### config.mk
export PLATFORM = sky130hd
export DESIGN_NAME = leapfrog_tap_dec
export DESIGN_NICKNAME = d
export VERILOG_FILES = /design/src/rtl/leapfrog_tap_dec.sv
export SDC_FILE = /design/constraint.sdc
export NUM_CORES = 1
export LEC_CHECK = 0
export ABC_AREA = 1
export BUFFER_PORTS_ARGS = -buffer_cell sky130_fd_sc_hd__buf_2
export CORE_AREA = 10 10 300 302
export DETAILED_ROUTE_END_ITERATION = 8
export DIE_AREA = 0 0 310 312
export PLACE_DENSITY_LB_ADDON = 0.15
export SLEW_MARGIN = 10
export SYNTH_ARGS = -nofsm -noshare
export SYNTH_HDL_FRONTEND = slang
export SYNTH_SLANG_ARGS = --single-unit
### constraint.sdc
create_clock -name clk -period 6.4 [get_ports clk]
set_clock_uncertainty 0.2 [all_clocks]
set_input_delay 0.64 -clock clk [delete_from_list [all_inputs] [get_ports clk]]
set_output_delay 0.64 -clock clk [all_outputs]
set_load 0.05 [all_outputs]
### src/rtl/leapfrog_tap_dec.sv
module leapfrog_tap_dec #(
  parameter int CW = 8,
  parameter int FW = 8
) (
  input  logic                  clk,
  input  logic                  rst_n,
  input  logic                  load,
  input  logic [CW+FW-1:0]      code,
  output logic [(1<<CW):0]      tap_a,
  output logic [(1<<CW):0]      tap_b,
  output logic [(1<<FW)-1:0]    tap_fine,
  output logic                  flip
);
  localparam int NTAP  = (1 << CW) + 1;
  localparam int NFINE = 1 << FW;
  localparam int W     = CW + FW;

  logic [W-1:0]  code_q;
  logic [CW-1:0] seg;
  logic [FW-1:0] fine_code, fine_idx;
  logic [CW:0]   lo_tap, hi_tap, a_idx, b_idx;

  always_ff @(posedge clk) begin
    if (!rst_n)    code_q <= '0;
    else if (load) code_q <= code;
  end

  assign seg       = code_q[W-1:FW];
  assign fine_code = code_q[FW-1:0];
  assign lo_tap    = {1'b0, seg};
  assign hi_tap    = lo_tap + 1'b1;
  assign flip      = seg[0];
  assign a_idx     = flip ? hi_tap : lo_tap;
  assign b_idx     = flip ? lo_tap : hi_tap;
  assign fine_idx  = flip ? ~fine_code : fine_code;

  assign tap_a    = {{(NTAP-1){1'b0}}, 1'b1} << a_idx;
  assign tap_b    = {{(NTAP-1){1'b0}}, 1'b1} << b_idx;
  assign tap_fine = {{(NFINE-1){1'b0}}, 1'b1} << fine_idx;

  AST_A_ONEHOT:    assert property (@(posedge clk) disable iff (!rst_n) $countones(tap_a) == 1);
  AST_B_ONEHOT:    assert property (@(posedge clk) disable iff (!rst_n) $countones(tap_b) == 1);
  AST_FINE_ONEHOT: assert property (@(posedge clk) disable iff (!rst_n) $countones(tap_fine) == 1);
  AST_ADJACENT:    assert property (@(posedge clk) disable iff (!rst_n)
                     flip ? (tap_a == (tap_b << 1)) : (tap_b == (tap_a << 1)));
  AST_HOLD:        assert property (@(posedge clk) disable iff (!rst_n)
                     !load |=> ($stable(tap_a) && $stable(tap_b) && $stable(tap_fine) && $stable(flip)));
  AST_LEAPFROG:    assert property (@(posedge clk) disable iff (!rst_n)
                     (seg != '0 && seg == $past(seg) + 1'b1) |-> ($stable(tap_a) || $stable(tap_b)));
endmodule

==> metrics.txt <==
status finished clean; Clock Sinks 16; clock latency on the worst-skew pair 0.27 ns; vias in the first global route 10894; hold depth 2; IO Pins 790; Max Clk Rate 207 MHz; Tmin final 4.84 ns; DRT Wirelength 58200 µm; WL per Instance 19.9 µm; kind of critical path reg2out; worst min path class reg2reg; DR DRC count 0; sequential fraction of the synthesis area 4.33%; DR pass1 iterations 5; max_cap viols 0; Power Density 121 nW/µm²; Post-CTS Resized 0; Setup crit end kind output pin; largest reg by FF count code_q; Final Slew Violations 0; clock buffer depth 2; H-tree depth 1; Final TNS setup 0 ns; leak pwr 5.71 nW; Max rail drop VDD 0.0803 mV; initial core utilization 8.78%; grt total ovfl 0; Crit path required time 5.56 ns; first-pass GRT wire length 80100 µm; total CTS buffers 3; worst setup margin 1.56 ns; Slew headroom 21.5%; Data arrival, critical path 4.00 ns; RSZ-0062 raised after global routing false; Rows 107; Layout Nets 1862; Core ar. 84300 µm²; layout cells sized above 1 31.9%; yosys warns 0; Reg clk slew, reported paths 0.06 ns; Setup WS pre-CTS 1.77 ns; Vias 10667; antenna violations before repair 5; Final setup viols 0; DRT iter0 DRCs 502; non-filler cells, final 2932; Placed Instances 2926; Worst setup SP type flop; IO buf count 532; Largest regs code_q: 16 flops; Vias/cell 3.64; Post-Syn Instances 1424; Synth Cell Area 7410 µm²; syn avg cell area 5.20 µm²; hold bufs inserted after CTS 0; Tcrit/Tclk final 75.6%; post-route ant nets 0; root buffer cell clkbuf_16; TritonCTS clock tree done; setup bufs post-CTS 0; GPL Wtd Cong 0.834; Total GRT Usage 10.9%; max FFs per register 16; Synth Register Bits 16; largest net degree at the start of global routing 82; synth unique cells 24; Area Overhead vs Synth 37.3%; detailed-placement wirelength estimate 48200 µm; die height 312 µm; reg2reg path depth 2; Die W 310 µm; Hold Fails Final Rpt 0; CP Max Fanout 55; measured slew at the worst slew-check pin 1.18 ns; DIE AREA 96700 µm²
-- power by group --
group	internal [W]	leakage [nW]	switching, W
Sequential	0.000107	0.134	0.0000228
Clock	0.0000828	0.0370	0.0000529
Combinational	0.0000853	5.54	0.000879
Total	0.000275	5.71	0.000955
-- cells by family after synthesis --
| kind of cell | count (synthesis) | share of synthesized area, % |
|---|---|---|
| other cells | 1 | 0.0506 |
| compound gates | 26 | 1.79 |
| buf+inv | 412 | 34.4 |
| xor+xnor | 11 | 1.40 |
| flops | 16 | 4.33 |
| fa+ha+maj | 2 | 0.338 |
| simple gates | 956 | 57.6 |
-- through the flow --
step / total power [W] / hold slack (ns) / utilization (%) / cell area [µm²]
after detailed placement: 0.00109 / 0.359 / 12.0 / 10100
after global placement: 0.00109 / 0.355 / 12.0 / 10100
after global routing: 0.00130 / 0.398 / 12.0 / 10200
after floorplan: 0.00101 / 0.284 / - / 8370
after CTS: 0.00124 / 0.367 / 12.0 / 10200
final: 0.00123 / 0.368 / 12.1 / 10200
-- synth_stat cells, drive strengths merged --
cell type  count  area share (%)
nor2         515              27
buf          305              29
nand3        155              10
nand4        136              11
clkbuf        88             4.5
nor3          85             5.7
nand2         63             3.2
inv           18            0.91
o21ai         18             1.2
dfxtp         16             4.3
xnor2          8             1.0
a21oi          7            0.47
xor2           3            0.35
ha             2            0.34
or2            2            0.17
clkinv         1           0.051
conb           1           0.051
o21bai         1            0.10
-- layout by cell type, fill, tap and decap left out, types with 3 or more instances in the layout --
master and n:
clkbuf_16 3, nand3_1 155, xor2_1 3, conb_1 257
diode_2 3, inv_2 6, nand2_2 4, a21oi_1 7
buf_4 17, nor2_2 14, nand4_1 136, nor2_1 501
nand2_1 59, xnor2_1 3, nor3_1 85, o21ai_0 17
dfxtp_1 14, inv_1 11, buf_2 532, xnor2_2 5
-- final cells by class --
cell class	instances	area (µm²)
fill	10217	74200
multi-input combinational	1252	5540
timing repair buffer	549	2790
tap	1090	1360
sequential	16	323
clock buffer	3	75.1
inverter	19	73.8
antenna	3	7.51
-- per-layer routing --
metal	vias up	share of wire [%]	GRT usage, %
met5	-	0.036	0
met1	5097	39	12.2
met2	520	51	20.5
met3	38	8.6	3.06
li1	5008	-	-
met4	4	1.4	1.44
-- path summary, 6_finish.rpt --
check                           slack [ns]      start         end
worst min register to register        0.37  code_q[3]   code_q[3]
worst max-delay path                  1.56  code_q[8]  tap_a[168]
worst min-delay path                  0.37  code_q[3]   code_q[3]
worst max register to register        4.53  code_q[8]   code_q[8]
-- worst max-delay path: stages, from the launching register on --
cell	delay, ns
dfxtp_2	0.91
nand3_1	0.27
nor2_1	0.29
nand3_1	0.12
nand2_2	0.80
nand2_1	0.61
nor3_1	0.34
buf_2	0.34
No activity file was read; power rests on OpenSTA's default activity.
